**config.mk**
```make
export PLATFORM = sky130hd
export DESIGN_NAME = lli_chain_seq
export DESIGN_NICKNAME = d
export VERILOG_FILES = /design/src/rtl/lli_pkg.sv /design/src/rtl/lli_desc_bank.sv /design/src/rtl/lli_walk_fsm.sv /design/src/rtl/lli_chain_seq.sv
export SDC_FILE = /design/constraint.sdc
export NUM_CORES = 1
export LEC_CHECK = 0
export BUFFER_PORTS_ARGS = -buffer_cell sky130_fd_sc_hd__buf_4
export CAP_MARGIN = 10
export CORE_MARGIN = 2
export CORE_UTILIZATION = 35
export CTS_BUF_LIST = sky130_fd_sc_hd__clkbuf_4 sky130_fd_sc_hd__clkbuf_8 sky130_fd_sc_hd__clkbuf_16
export CTS_CLUSTER_SIZE = 25
export DETAILED_ROUTE_END_ITERATION = 8
export SLEW_MARGIN = 10
export SYNTH_ARGS = -nofsm -noshare
export SYNTH_HDL_FRONTEND = slang
export SYNTH_SLANG_ARGS = --single-unit
```
**constraint.sdc**
```tcl
create_clock -name clk -period 9.2 [get_ports clk]
set_clock_uncertainty 0.15 [all_clocks]
set_input_delay 2.76 -clock clk [delete_from_list [all_inputs] [get_ports clk]]
set_output_delay 2.76 -clock clk [all_outputs]
set_load 0.005 [all_outputs]
```
**src/rtl/lli_pkg.sv**
```systemverilog
package lli_pkg;

  localparam int DESC_WORDS = 5;
  localparam int IDX_W = 3;

  localparam logic [IDX_W-1:0] WI_SRC = 3'd0;
  localparam logic [IDX_W-1:0] WI_DST = 3'd1;
  localparam logic [IDX_W-1:0] WI_NXT = 3'd2;
  localparam logic [IDX_W-1:0] WI_CTA = 3'd3;
  localparam logic [IDX_W-1:0] WI_CTB = 3'd4;

  typedef enum logic [2:0] {
    ST_IDLE,
    ST_RD_REQ,
    ST_RD_WAIT,
    ST_KICK,
    ST_RUN,
    ST_WB_REQ,
    ST_NEXT
  } walk_state_e;

endpackage

```
**src/rtl/lli_desc_bank.sv**
```systemverilog
module lli_desc_bank
  import lli_pkg::*;
#(
  parameter int W = 32
) (
  input  logic             clk,
  input  logic             rst_n,
  input  logic             sw_we,
  input  logic [IDX_W-1:0] sw_idx,
  input  logic [W-1:0]     sw_data,
  input  logic             ld_we,
  input  logic [IDX_W-1:0] ld_idx,
  input  logic [W-1:0]     ld_data,
  input  logic             upd_we,
  input  logic [W-1:0]     upd_data,
  output logic [W-1:0]     q_src,
  output logic [W-1:0]     q_dst,
  output logic [W-1:0]     q_nxt,
  output logic [W-1:0]     q_cta,
  output logic [W-1:0]     q_ctb
);

  logic [W-1:0] word_q [DESC_WORDS];

  for (genvar g = 0; g < DESC_WORDS; g++) begin : g_word
    localparam logic [IDX_W-1:0] MY_IDX = IDX_W'(g);
    localparam bit IS_CTA = (MY_IDX == WI_CTA);
    always_ff @(posedge clk) begin
      if (!rst_n) begin
        word_q[g] <= '0;
      end else if (ld_we && ld_idx == MY_IDX) begin
        word_q[g] <= ld_data;
      end else if (IS_CTA && upd_we) begin
        word_q[g] <= upd_data;
      end else if (sw_we && sw_idx == MY_IDX) begin
        word_q[g] <= sw_data;
      end
    end
  end

  assign q_src = word_q[WI_SRC];
  assign q_dst = word_q[WI_DST];
  assign q_nxt = word_q[WI_NXT];
  assign q_cta = word_q[WI_CTA];
  assign q_ctb = word_q[WI_CTB];

endmodule

```
**src/rtl/lli_walk_fsm.sv**
```systemverilog
module lli_walk_fsm
  import lli_pkg::*;
#(
  parameter int W = 32
) (
  input  logic             clk,
  input  logic             rst_n,
  input  logic             sw_wr,
  input  logic [IDX_W-1:0] sw_idx,
  input  logic [W-1:0]     sw_data,
  input  logic [W-1:0]     ptr_q,
  input  logic [W-1:0]     ctla_q,
  output logic             mem_req,
  output logic             mem_we,
  output logic [W-1:0]     mem_addr,
  output logic [W-1:0]     mem_wdata,
  input  logic             mem_ready,
  input  logic             mem_rvalid,
  input  logic [W-1:0]     mem_rdata,
  output logic             ld_we,
  output logic [IDX_W-1:0] ld_idx,
  output logic [W-1:0]     ld_data,
  output logic             upd_we,
  output logic [W-1:0]     upd_data,
  output logic             mv_start,
  input  logic             mv_done,
  input  logic [W-1:0]     mv_ctla_upd,
  output logic             busy,
  output logic             chain_done,
  output logic             align_err
);

  localparam int BYTES = W / 8;

  function automatic logic is_word_aligned(input logic [W-1:0] a);
    return (a & W'(BYTES - 1)) == '0;
  endfunction

  function automatic logic [W-1:0] word_addr(input logic [W-1:0] base,
                                             input logic [IDX_W-1:0] idx);
    return base + W'(idx) * W'(BYTES);
  endfunction

  walk_state_e      state_q, state_d;
  logic [IDX_W-1:0] idx_q, idx_d;
  logic [W-1:0]     base_q, base_d;

  logic sw_ptr_wr, start_ok, sw_bad;
  logic at_next, next_zero, next_bad, next_go;

  assign sw_ptr_wr = sw_wr && (sw_idx == WI_NXT) && (state_q == ST_IDLE);
  assign start_ok  = sw_ptr_wr && (sw_data != '0) && is_word_aligned(sw_data);
  assign sw_bad    = sw_ptr_wr && (sw_data != '0) && !is_word_aligned(sw_data);

  assign at_next   = (state_q == ST_NEXT);
  assign next_zero = at_next && (ptr_q == '0);
  assign next_bad  = at_next && (ptr_q != '0) && !is_word_aligned(ptr_q);
  assign next_go   = at_next && (ptr_q != '0) && is_word_aligned(ptr_q);

  always_comb begin
    state_d = state_q;
    idx_d   = idx_q;
    base_d  = base_q;
    unique case (state_q)
      ST_IDLE: begin
        if (start_ok) begin
          state_d = ST_RD_REQ;
          idx_d   = WI_SRC;
          base_d  = sw_data;
        end
      end
      ST_RD_REQ:  if (mem_ready) state_d = ST_RD_WAIT;
      ST_RD_WAIT: begin
        if (mem_rvalid) begin
          if (idx_q == WI_CTB) begin
            state_d = ST_KICK;
          end else begin
            idx_d   = idx_q + 3'd1;
            state_d = ST_RD_REQ;
          end
        end
      end
      ST_KICK:   state_d = ST_RUN;
      ST_RUN:    if (mv_done) state_d = ST_WB_REQ;
      ST_WB_REQ: if (mem_ready) state_d = ST_NEXT;
      ST_NEXT: begin
        if (next_go) begin
          state_d = ST_RD_REQ;
          idx_d   = WI_SRC;
          base_d  = ptr_q;
        end else begin
          state_d = ST_IDLE;
        end
      end
      default: state_d = ST_IDLE;
    endcase
  end

  always_ff @(posedge clk) begin
    if (!rst_n) begin
      state_q <= ST_IDLE;
      idx_q   <= WI_SRC;
      base_q  <= '0;
    end else begin
      state_q <= state_d;
      idx_q   <= idx_d;
      base_q  <= base_d;
    end
  end

  assign mem_req   = (state_q == ST_RD_REQ) || (state_q == ST_WB_REQ);
  assign mem_we    = (state_q == ST_WB_REQ);
  assign mem_addr  = mem_we ? word_addr(base_q, WI_CTA) : word_addr(base_q, idx_q);
  assign mem_wdata = ctla_q;

  assign ld_we    = (state_q == ST_RD_WAIT) && mem_rvalid;
  assign ld_idx   = idx_q;
  assign ld_data  = mem_rdata;
  assign upd_we   = (state_q == ST_RUN) && mv_done;
  assign upd_data = mv_ctla_upd;

  assign mv_start   = (state_q == ST_KICK);
  assign busy       = (state_q != ST_IDLE);
  assign chain_done = next_zero;
  assign align_err  = sw_bad || next_bad;

endmodule

```
**src/rtl/lli_chain_seq.sv**
```systemverilog
module lli_chain_seq
  import lli_pkg::*;
#(
  parameter int W = 32
) (
  input  logic             clk,
  input  logic             rst_n,
  input  logic             cfg_wr,
  input  logic [IDX_W-1:0] cfg_idx,
  input  logic [W-1:0]     cfg_wdata,
  output logic [W-1:0]     ch_src,
  output logic [W-1:0]     ch_dst,
  output logic [W-1:0]     ch_next,
  output logic [W-1:0]     ch_ctla,
  output logic [W-1:0]     ch_ctlb,
  output logic             mem_req,
  output logic             mem_we,
  output logic [W-1:0]     mem_addr,
  output logic [W-1:0]     mem_wdata,
  input  logic             mem_ready,
  input  logic             mem_rvalid,
  input  logic [W-1:0]     mem_rdata,
  output logic             mv_start,
  input  logic             mv_done,
  input  logic [W-1:0]     mv_ctla_upd,
  output logic             busy,
  output logic             chain_done,
  output logic             align_err
);

  logic             sw_we;
  logic             ld_we;
  logic [IDX_W-1:0] ld_idx;
  logic [W-1:0]     ld_data;
  logic             upd_we;
  logic [W-1:0]     upd_data;

  logic evt_last_word;
  logic evt_wb_fire;

  assign sw_we         = cfg_wr && !busy;
  assign evt_last_word = ld_we && (ld_idx == WI_CTB);
  assign evt_wb_fire   = mem_req && mem_we && mem_ready;

  lli_walk_fsm #(.W(W)) u_fsm (
    .clk         (clk),
    .rst_n       (rst_n),
    .sw_wr       (cfg_wr),
    .sw_idx      (cfg_idx),
    .sw_data     (cfg_wdata),
    .ptr_q       (ch_next),
    .ctla_q      (ch_ctla),
    .mem_req     (mem_req),
    .mem_we      (mem_we),
    .mem_addr    (mem_addr),
    .mem_wdata   (mem_wdata),
    .mem_ready   (mem_ready),
    .mem_rvalid  (mem_rvalid),
    .mem_rdata   (mem_rdata),
    .ld_we       (ld_we),
    .ld_idx      (ld_idx),
    .ld_data     (ld_data),
    .upd_we      (upd_we),
    .upd_data    (upd_data),
    .mv_start    (mv_start),
    .mv_done     (mv_done),
    .mv_ctla_upd (mv_ctla_upd),
    .busy        (busy),
    .chain_done  (chain_done),
    .align_err   (align_err)
  );

  lli_desc_bank #(.W(W)) u_bank (
    .clk      (clk),
    .rst_n    (rst_n),
    .sw_we    (sw_we),
    .sw_idx   (cfg_idx),
    .sw_data  (cfg_wdata),
    .ld_we    (ld_we),
    .ld_idx   (ld_idx),
    .ld_data  (ld_data),
    .upd_we   (upd_we),
    .upd_data (upd_data),
    .q_src    (ch_src),
    .q_dst    (ch_dst),
    .q_nxt    (ch_next),
    .q_cta    (ch_ctla),
    .q_ctb    (ch_ctlb)
  );

endmodule

```
==> reports/metrics.csv <==
stage,metric,value,unit
grt,grt_usage,23.31,%
placed_design,dpl_worst_slack,2.284,ns
sta,slew_viol_final,0,
sta,worst-slew-pin-transition,1.137,ns
sta,rsz0062_at_grt,false,
yosys,syn_avg_cell_area,12.07,µm²
min_path,hold_class,reg2reg,
floorplanning,ios,335,
critical_path,cp.arrival,4.00,ns
clocking,clock_sinks,198,
yosys,syn_nets,926,
yosys,synthTopCellsByCount,"edfxtp_1, a22o_1, nand2_1",
yosys,synthCells,812,
yosys,yosysTopAreaCellShare,49.03,%
power_and_ir_drop,p_leak,0.005715,µW
power_and_ir_drop,p_comb_share,11.0,%
status,status,completed,
yosys,synth_enable_flop_cells,160,
sta,fin_crit_sh,75.13,%
route,drt_iter0_drc,773,
placed_design,gp_congestion,0.8388,
clocking,h-tree-depth,4,
critical_path,critical_path_class,in2out,
route,post_drt_wl_per_cell,24.15,µm
route,vias,8135,
grt,grt_antenna_before_repair,0,
power_and_ir_drop,p_seq_share,51.0,%
clocking,hold_buffers,0,
route,routed_wl,35.69,mm
yosys,yosys_most_used_dff,edfxtp_1,
run,max_cap_violations,0,
critical_path,cp-end-kind,primary output,
sta,timing.final.hold_violations,0,
critical_path,crit_fanout,4,
grt,grt_max_degree,49,
power_and_ir_drop,p_sw_share,26.39,%
floorplanning,die_area,29350,µm²
placed_design,portBuffers,334,
power_and_ir_drop,clkPwrFrac,38.0,%
floorplanning,initial_core_util,35.37,%
power_and_ir_drop,p_sw,534.9,µW
cells_and_area,utilization,46.86,%
sta,setup_slack,2.288,ns
power_and_ir_drop,power.internal,1492,µW
sta,slew_headroom,23.75,%
cells_and_area,diodes,0,
clocking,cts-root-buf,clkbuf_16,
yosys,ys_warn_count,0,
yosys,syn_area,9799,µm²
cells_and_area,drive_gt1_share,36.91,%
clocking,cts_setup_buffers,0,
critical_path,startpoint_type,input port,
floorplanning,num_rows,61,
grt,globalRoute.totalOverflow,0,
sta,timing.hold.ws,0.3391,ns
yosys,yosysUniqueCellTypes,60,
yosys,yosysSeqAreaShare,56.79,%
route,drc,0,
cells_and_area,area_growth,32.48,%
yosys,synth_most_common_cell,edfxtp_1,
placed_design,dp_hpwl,25.67,mm
sta,clock.fmax,144.7,MHz
grt,grt_pass1_wl,50.34,mm
clocking,cts_tree,done,
clocking,cts_buffers,17,
clocking,cts_resized,0,
grt,grt_pass1_vias,7749,
clocking,clockBufferDepth,2,
yosys,async_reset_ff_share,0,%
sta,period_needed,6.912,ns
sta,setup_tns,0,ns
floorplanning,design.core.area,27710,µm²
route,ant_nets,0,
floorplanning,die_h,171.3,µm
placed_design,place_area,12380,µm²
route,first_pass_iters,6,
clocking,clkTransAtPathRegs,0.08,ns
yosys,ys_seq_elements,198,
cells_and_area,nNetsFinal,1201,
yosys,synth_area_leaders,"edfxtp_1, a22o_1, dfxtp_1, mux2i_1, buf_4",
clocking,clk_latency,0.44,ns
route,via_per_inst,5.504,
critical_path,crit_required,6.29,ns
floorplanning,die_w,171.3,µm
power_and_ir_drop,powerDensity,156.1,nW/µm²
power_and_ir_drop,peakVddDrop,0.09284,mV
cells_and_area,final_cell_area,12980,µm²
sta,setup_viol,0,
yosys,yosysTopAreaCell,edfxtp_1,
==> power by group through the flow <==
stage | Clock [µW] | Sequential (µW) | Combinational, µW
2_1_floorplan | 0 | 1050 | 64.8
3_3_place_gp | 0 | 1050 | 223
3_5_place_dp | 0 | 1050 | 225
4_1_cts | 778 | 1030 | 225
5_1_grt | 809 | 1040 | 239
6_report | 769 | 1030 | 224
==> sequential cells by signal (all words and copies together) (netlist names) <==
signal         count
u_fsm.state_q      3
u_fsm.base_q      32
u_fsm.ld_idx       3
u_bank.word_q    160
==> through the flow <==
step                      std cells  power, µW
after floorplan                 812       1117
after global placement         1446       1276
after detailed placement       1446       1279
after CTS                      1478       2037
after global routing           1478       2086
final                          1478       2027
==> path summary, 6_finish.rpt <==
check | slack (ns) | endpoint | start | depth (start not counted)
max | 2.29 | align_err | cfg_wr | 6
min reg2reg | 0.34 | u_fsm.base_q[16] | u_fsm.base_q[16] | 2
min | 0.34 | u_fsm.base_q[16] | u_fsm.base_q[16] | 2
max reg2reg | 6.23 | u_bank.word_q[3][6] | u_fsm.state_q[1] | 5
==> cell type report <==
| cell class | instances | area (µm²) |
|---|---|---|
| fillers | 2576 | 14720 |
| flip-flops and latches | 198 | 5565 |
| multi-input cells | 475 | 3552 |
| repair buffers | 348 | 2613 |
| well taps | 378 | 473.0 |
| clock buffers | 19 | 446.7 |
| inverters | 47 | 176.4 |
| clock inverters | 13 | 156.4 |
==> cells in the final DEF, fill, tap and decap left out, types with 13 or more instances in the layout <==
cell type	n
buf_4	348
edfxtp_1	160
a22o_1	96
nand2_1	52
nor2_1	51
inv_1	46
dfxtp_1	38
mux2i_1	35
a222oi_1	32
o22ai_1	32
a22oi_1	31
clkbuf_16	17
nor4_1	16
xnor2_1	15
xor2_1	13
==> critical path, cell delays in order <==
cell	delay, ns
buf_4	0.07
or4b_4	0.47
nor2b_1	0.22
nand2_1	0.17
o22ai_1	0.16
buf_4	0.14
==> cell families after synthesis <==
kind of cell / synth area share [%]
flops: 56.79
compound gates: 18.30
xor+xnor: 2.503
buf+inv: 7.495
mux: 3.575
fa+ha+maj: 1.226
simple gates: 10.11
==> layer usage <==
metal	global-route usage (%)	vias up	wire length (µm)
met5	0	-	0
met4	4.790	0	422
met3	5.177	26	2789
met2	40.85	397	17920
met1	29.55	4051	14560
li1	-	3661	-
No activity file was read; power rests on OpenSTA's default activity.
